--- config.mk ---
export PLATFORM = sky130hd
export DESIGN_NAME = lfsr_ram_fifo
export DESIGN_NICKNAME = d
export VERILOG_FILES = /design/src/rtl/lfsr_fifo_pkg.sv /design/src/rtl/lfsr_fifo_ptr.sv /design/src/rtl/lfsr_fifo_ctrl.sv /design/src/rtl/lfsr_fifo_mem.sv /design/src/rtl/lfsr_ram_fifo.sv
export SDC_FILE = /design/constraint.sdc
export NUM_CORES = 2
export LEC_CHECK = 0
export BUFFER_PORTS_ARGS = -buffer_cell sky130_fd_sc_hd__buf_4
export CAP_MARGIN = 20
export CELL_PAD_IN_SITES_DETAIL_PLACEMENT = 1
export CELL_PAD_IN_SITES_GLOBAL_PLACEMENT = 1
export CORE_UTILIZATION = 42
export CTS_CLUSTER_SIZE = 28
export DETAILED_ROUTE_END_ITERATION = 12
export PLACE_DENSITY_LB_ADDON = 0.1
export SLEW_MARGIN = 5
export SYNTH_ARGS = -nofsm -noshare
export SYNTH_HDL_FRONTEND = slang
export SYNTH_SLANG_ARGS = --single-unit
export TNS_END_PERCENT = 10
--- constraint.sdc ---
create_clock -name clk -period 10.11 [get_ports clk]
set_clock_uncertainty 0.2 [all_clocks]
set_input_delay 0 -clock clk [delete_from_list [all_inputs] [get_ports clk]]
set_output_delay 0 -clock clk [all_outputs]
set_load 0.01 [all_outputs]
--- src/rtl/lfsr_fifo_pkg.sv ---
package lfsr_fifo_pkg;
  typedef struct packed {
    logic wrGo;
    logic rdGo;
  } fifoStrobe_t;

  localparam int DEF_DATA_W = 36;
  localparam int DEF_PTR_W  = 6;
endpackage

--- src/rtl/lfsr_fifo_ptr.sv ---
module lfsr_fifo_ptr #(
  parameter int W = 6,
  parameter logic [W-1:0] TAPS = 6'b110000
) (
  input  logic         clk,
  input  logic         rst,
  input  logic         step,
  output logic [W-1:0] ptr,
  output logic         lap
);
  logic         feedback;
  logic [W-1:0] nextPtr;

  // Maximal-length feedback. The extra zero-detect term splices the all-zero
  // state into the cycle, so the register visits all 2**W addresses.
  always_comb begin
    feedback = (^(ptr & TAPS)) ^ (ptr[W-2:0] == '0);
    nextPtr  = {ptr[W-2:0], feedback};
  end

  always_ff @(posedge clk) begin
    if (rst) begin
      ptr <= '0;
      lap <= 1'b0;
    end else if (step) begin
      ptr <= nextPtr;
      if (nextPtr == '0) lap <= ~lap;
    end
  end
endmodule

--- src/rtl/lfsr_fifo_ctrl.sv ---
module lfsr_fifo_ctrl
  import lfsr_fifo_pkg::*;
#(
  parameter int PTR_W = DEF_PTR_W
) (
  input  logic             clk,
  input  logic             rst,
  input  logic             wrEn,
  input  logic             rdEn,
  output fifoStrobe_t      strobe,
  output logic [PTR_W-1:0] wrPtr,
  output logic [PTR_W-1:0] rdPtr,
  output logic             full,
  output logic             empty
);
  logic wrLap, rdLap, samePtr;

  lfsr_fifo_ptr #(.W(PTR_W)) u_wrPtr (
    .clk(clk), .rst(rst), .step(strobe.wrGo), .ptr(wrPtr), .lap(wrLap)
  );
  lfsr_fifo_ptr #(.W(PTR_W)) u_rdPtr (
    .clk(clk), .rst(rst), .step(strobe.rdGo), .ptr(rdPtr), .lap(rdLap)
  );

  always_comb begin
    samePtr     = (wrPtr == rdPtr);
    empty       = samePtr && (wrLap == rdLap);
    full        = samePtr && (wrLap != rdLap);
    strobe.wrGo = wrEn && !full;
    strobe.rdGo = rdEn && !empty;
  end
endmodule

--- src/rtl/lfsr_fifo_mem.sv ---
module lfsr_fifo_mem
  import lfsr_fifo_pkg::*;
#(
  parameter int DATA_W = DEF_DATA_W,
  parameter int PTR_W  = DEF_PTR_W
) (
  input  logic              clk,
  input  logic              rst,
  input  fifoStrobe_t       strobe,
  input  logic [PTR_W-1:0]  wrPtr,
  input  logic [PTR_W-1:0]  rdPtr,
  input  logic [DATA_W-1:0] wrData,
  output logic [DATA_W-1:0] rdData
);
  localparam int DEPTH = 1 << PTR_W;

  logic [DATA_W-1:0] store [DEPTH];

  always_ff @(posedge clk) begin
    if (strobe.wrGo) store[wrPtr] <= wrData;
  end

  always_ff @(posedge clk) begin
    if (rst)              rdData <= '0;
    else if (strobe.rdGo) rdData <= store[rdPtr];
  end
endmodule

--- src/rtl/lfsr_ram_fifo.sv ---
module lfsr_ram_fifo
  import lfsr_fifo_pkg::*;
#(
  parameter int DATA_W = DEF_DATA_W,
  parameter int PTR_W  = DEF_PTR_W
) (
  input  logic              clk,
  input  logic              rst,
  input  logic              wrEn,
  input  logic [DATA_W-1:0] wrData,
  input  logic              rdEn,
  output logic [DATA_W-1:0] rdData,
  output logic              full,
  output logic              empty
);
  fifoStrobe_t      strobe;
  logic [PTR_W-1:0] wrPtr, rdPtr;

  lfsr_fifo_ctrl #(.PTR_W(PTR_W)) u_ctrl (
    .clk(clk), .rst(rst), .wrEn(wrEn), .rdEn(rdEn), .strobe(strobe),
    .wrPtr(wrPtr), .rdPtr(rdPtr), .full(full), .empty(empty)
  );

  lfsr_fifo_mem #(.DATA_W(DATA_W), .PTR_W(PTR_W)) u_mem (
    .clk(clk), .rst(rst), .strobe(strobe), .wrPtr(wrPtr), .rdPtr(rdPtr),
    .wrData(wrData), .rdData(rdData)
  );
endmodule

After elaboration in Yosys (flattened, before gate mapping)
Memories as Yosys holds them, arrays and structs flattened. A register that Yosys moved wholly into a read port is not among the register bits.
Index checks and enable logic that the tools add are counted.
{ "word_totals": {"wordCells": 28, "register_bits": 14, "input_bits": 40, "memories": 1, "out_inout_bits": 38, "mem_bits_rw": 2304} }
{ "op_classes": {"n_eq_ne": 3, "muxes": 2, "n_bitwise": 4, "n_reduce_logical": 14} }
{ "memory_table": {"columns": ["memory", "words", "word_bits", "rd", "rd_ports_with_merged_regs", "wr", "line", "source"], "rows": [
  ["u_mem.store", 64, 36, 1, 1, 1, "lfsr_fifo_mem.sv:17", "logic [DATA_W-1:0] store [DEPTH];"]
]} }
{ "ops": {"columns": ["cell", "count"], "rows": [
  ["6-bit logical NOT", 2],
  ["6-bit parity", 2],
  ["5-bit logical NOT", 2],
  ["6-bit == test", 1],
  ["1-bit logical AND", 4],
  ["2-bit AND reduction", 2],
  ["1-bit logical NOT", 2],
  ["1-bit 2-to-1 mux", 2],
  ["1-bit inverter", 2],
  ["1-bit XOR", 2],
  ["1-bit == test", 1],
  ["1-bit inequality test", 1]
]} }

Longest topological paths before layout
{ "logic_depth": {"word_depth": 6, "ltp_mapped": 12, "ltp_nobuf": 6} }

Modules after synthesis
A second synthesis with hierarchy kept.
{ "hier_totals": {"hier_cells": 4200, "area_unflattened_um2": 90825.9} }
{ "modules_own_cells": {"columns": ["module", "area_per_inst_um2", "seq_area_each_um2", "cells_per_inst", "n_inst"], "rows": [
  ["lfsr_fifo_mem", 90150.2, 69907.0, 4130, 1],
  ["lfsr_fifo_ptr", 284.0, 140.1, 28, 2],
  ["lfsr_fifo_ctrl", 107.6, 0.0, 14, 1]
]} }

Least setup slack after synthesis
OpenSTA, ideal clock, no wires.
{ "synth_path": {"path_type": "reg2reg", "startpoint": "register u_ctrl.u_wrPtr.ptr[2]", "endpoint": "memory u_mem.store[15][0] (netlist bit), enable pin", "path_stages_with_launch": 8, "n_path_buf": 1, "required_ns": 9.481, "path_slack_ns": 6.582, "arrival_ns": 2.899, "synth_period_minus_slack_ns": 3.528, "setup_ns": 0.429, "cell_sequence": "dfxtp_1 -> buf_2 -> xor2_1 -> nor4_2 -> nand3_1 -> and2_1 -> nand4_2 -> nor2_1"} }
{ "synth_between": {"elab_chain_len": 6} }
{ "synth_lines": {"columns": ["element", "line", "source"], "rows": [
  ["start: declaration", "lfsr_fifo_ptr.sv:8", "output logic [W-1:0] ptr,"],
  ["start signal: assignment", "lfsr_fifo_ptr.sv:26", "ptr <= nextPtr;"],
  ["6-bit == test", "lfsr_fifo_ctrl.sv:26", "samePtr = (wrPtr == rdPtr);"],
  ["1-bit logical AND", "lfsr_fifo_ctrl.sv:28", "full = samePtr && (wrLap != rdLap);"],
  ["1-bit logical NOT", "lfsr_fifo_ctrl.sv:29", "strobe.wrGo = wrEn && !full;"],
  ["1-bit logical AND", "lfsr_fifo_ctrl.sv:29", null],
  ["1-bit 2-to-1 mux", "lfsr_fifo_mem.sv:20", "if (strobe.wrGo) store[wrPtr] <= wrData;"],
  ["1-bit 2-to-1 mux (implied by the code)", "lfsr_fifo_mem.sv:20", null],
  ["end: declaration", "lfsr_fifo_mem.sv:17", null]
]} }
Parallel ways exist; a longest one is shown, timed or not.

Worst setup path after layout
{ "layout_path": {"startpoint": "register u_ctrl.u_rdPtr.ptr[0]", "endpoint": "register u_mem.rdData[0] (read register of u_mem.store)"} }
{ "layout_between": {"elab_chain_len": 4} }
{ "layout_lines": {"columns": ["element", "line", "source"], "rows": [
  ["start: declaration", "lfsr_fifo_ptr.sv:8", null],
  ["start signal: assignment", "lfsr_fifo_ptr.sv:26", null],
  ["6-bit == test", "lfsr_fifo_ctrl.sv:26", null],
  ["1-bit logical AND", "lfsr_fifo_ctrl.sv:27", "empty = samePtr && (wrLap == rdLap);"],
  ["1-bit logical NOT", "lfsr_fifo_ctrl.sv:30", "strobe.rdGo = rdEn && !empty;"],
  ["1-bit logical AND", "lfsr_fifo_ctrl.sv:30", null],
  ["end: declaration", "lfsr_fifo_mem.sv:13", "output logic [DATA_W-1:0] rdData"]
]} }
Parallel ways exist; a longest one is shown, timed or not.
A chain may end at the register's enable or synchronous reset.

==> results_dict.tcl <==
set metrics [dict create \
    status "complete, no violations" \
    synth_xor_area_share_pct 0.106 \
    p_clk_share_pct 41.1 \
    synthTopCellsByArea "edfxtp_1 (76%), mux2i_1 (8.8%), mux4_2 (5.2%)" \
    io_buffers 77 \
    end_kind "register" \
    power.internal_uw 16200 \
    post_cts_buffers 0 \
    path_max_fanout 116 \
    required_ps 10630 \
    synthSimpleGateAreaFrac_pct 2.81 \
    yosys_warnings 0 \
    final_nets 4986 \
    yosysMostFrequentCell "edfxtp_1" \
    rows 170 \
    die_y_um 468 \
    cts_tree "built" \
    finalHoldWorstSlack_ps 33.0 \
    synth-adder-area-share_pct 0.0549 \
    netSwitchingFraction_pct 22.8 \
    p_leak_uw 0.0313 \
    start_kind "register" \
    rsz0062_at_grt "false" \
    clock-sinks 2354 \
    ios 78 \
    final_cell_area_mm2 0.103 \
    yosys_most_used_dff "edfxtp_1" \
    synth_compound_area_share_pct 3.98 \
    cts_hold_buffers 48 \
    syn_area_mm2 0.0912 \
    synth_edf_count 2304 \
    yosys_register_bits 2354 \
    wire_per_inst_um 35.3 \
    seqPwrFrac_pct 51.7 \
    drv_slew 0 \
    hold_violations 0 \
    synthDistinctLibCells 52 \
    synth.area.mux_share_pct 14.0 \
    numCtsBuffers 240 \
    dieArea_mm2 0.219 \
    start_util_pct 42.4 \
    post_cts_resize_count 0 \
    synth_top_area_share_pct 75.9 \
    synthesis.nets 4770 \
    finalWorstSetupSlack_ps 5320 \
    ant_nets 0 \
    dr.pass1.iters 7 \
    place.gp.congestion 0.746 \
    htreeDepth 4 \
    dp.final_hpwl_um 149000 \
    num_vias 47615 \
    place_ws_ps 5290 \
    clk_pin_slew_ps 60 \
    yosysSeqAreaShare_pct 77.0 \
    fin_setup_tns_ps 0 \
    tightest_slew_ps 1100 \
    postSynthCellCount 4726 \
    cp_data_arrival_time_ps 5300 \
    clock_tree.root_cell "clkbuf_16" \
    clock_latency_ps 880 \
    synth_top_family_by_area "multiplexers" \
    drive_gt1_share_pct 16.5 \
    overflow 0 \
    final_cell_count_no_fill 8000 \
    routed_wl_um 282000 \
    grt_pass1_vias 48580 \
    gr-usage-all-layers_pct 25.7 \
    hp-class "input port to register" \
    drc 0 \
    netlist_top_cells_count "edfxtp_1 (2304), mux2i_1 (801), a22oi_1 (290)" \
    yosys.area.top_type "edfxtp_1" \
    syn_area_per_cell_um2 19.3 \
    fmax_ghz 0.209 \
    fin_crit_sh_pct 47.4 \
    setup_viol 0 \
    cts_max_path_buffers 3 \
    die_x_um 468 \
    drtIter0Drc 4501 \
    switching_power_uw 4770 \
    crit_type "register to register" \
    combPwrFrac_pct 7.2 \
    p_per_area_mw_per_mm2 203 \
    grt_pass1_wl_um 389000 \
    vdd_ir_drop_max_mv 0.185 \
    routed_via_density 5.95 \
    dp_cells 7490 \
    period_needed_ps 4790 \
    syn2layout_area_growth_pct 13.1 \
    core-area_mm2 0.215 \
    n_fill_cell 19552 \
    maxSlewHeadroom_pct 26.8 \
    antenna_found_initial 15 \
    grt_max_degree 117 \
    dpl_cell_area_mm2 0.0950 \
    synthArstFlopShare_pct 0 \
    drv_cap 0 \
]
## final timing paths
kind                                       startpoint                   to  slack, ps  depth (start not counted)
worst max-delay path            u_ctrl.u_rdPtr.ptr[0]      u_mem.rdData[0]       5320                          9
worst min-delay path                       wrData[15]  u_mem.store[39][15]         30                          2
worst max register to register  u_ctrl.u_rdPtr.ptr[0]      u_mem.rdData[0]       5320                          9
worst min register to register       u_mem.rdData[19]     u_mem.rdData[19]        320                          2
## state kept, by name, indices dropped and copies added, names as in the netlist
signal              count
u_ctrl.u_wrPtr.ptr      6
u_ctrl.u_wrPtr.lap      1
u_mem.store          2304
u_ctrl.u_rdPtr.lap      1
u_mem.rdData           36
u_ctrl.u_rdPtr.ptr      6
## stage by stage
step	total power (uW)	utilization, %
2_1_floorplan	12000	-
3_3_place_gp	12500	44.2
3_5_place_dp	12500	44.2
4_1_cts	21100	47.9
5_1_grt	21500	47.9
6_report	21000	47.9
## layout make-up
type                       instances  area [um2]  share of cell area (%)
antenna                            7        17.5                  0.0170
clock buffer                     313        6530                    6.33
clock inverter                   142        1040                    1.01
inverter                           7        27.5                  0.0267
multi-input combinational       2087       19600                    19.0
sequential                      2354       70200                    68.1
tap                             2838        3550                    3.44
timing repair buffer             252        2110                    2.05
## power groups by stage
stage	Clock (uW)	Sequential, uW	Combinational (uW)
final	8620	10800	1510
after global routing	9110	10800	1600
after CTS	8770	10800	1530
after detailed placement	0	11000	1510
after global placement	0	11000	1490
after floorplan	0	11000	1020
## routing by layer
layer	part of all wire (%)	global-route usage (%)	vias up
li1	-	-	19732
met1	43	35.5	26121
met2	49	42.7	1420
met3	5.0	3.44	340
met4	2.8	7.31	2
met5	0.0046	0	-
## cells in the final DEF, fill, tap and decap left out, types with 8 or more instances in the layout
cell           netlist  routed
clkbuf_16            0     246
nor2_1             118      52
nor3_2              10      10
buf_12               7       8
nand3_1            168     167
o211ai_1            27      27
o22ai_1             18      18
bufinv_16            0      13
clkbuf_1            86      55
a21oi_1            108     108
a22oi_1            290     290
nand2_1            155     155
dfxtp_1             50      46
edfxtp_1          2304    2304
dlygate4sd3_1        0      47
nor2_4               0      66
xor2_1              10      10
mux2i_1            801     801
a311oi_1            27      26
clkinv_1             0      67
buf_4               38     197
clkbuf_8             0      12
nand4_1             10      10
mux4_2             209     209
clkinv_2             0      53
o2111ai_1           24      24
nor3_1              51      51
## kinds of logic (layout without fill, tap and decap cells)
family	count (synthesis)	count (layout)
flip-flops	2354	2354
AO/OA/AOI/OAI	513	513
buffers and inverters	285	714
adder cells (fa/ha/maj)	4	4
AND/OR/NAND/NOR	548	548
XOR/XNOR	11	11
other	0	7
multiplexers	1011	1011
## critical path, cell delays in order (launching register included)
cell and delay, ps:
dfxtp_4 760, buf_4 540, buf_4 780, buf_12 690
mux2i_1 290, a22oi_1 130, nand3_1 140, nand3_1 430
nor3_1 360, nor3_1 80
(Power assumes the default switching activity.)
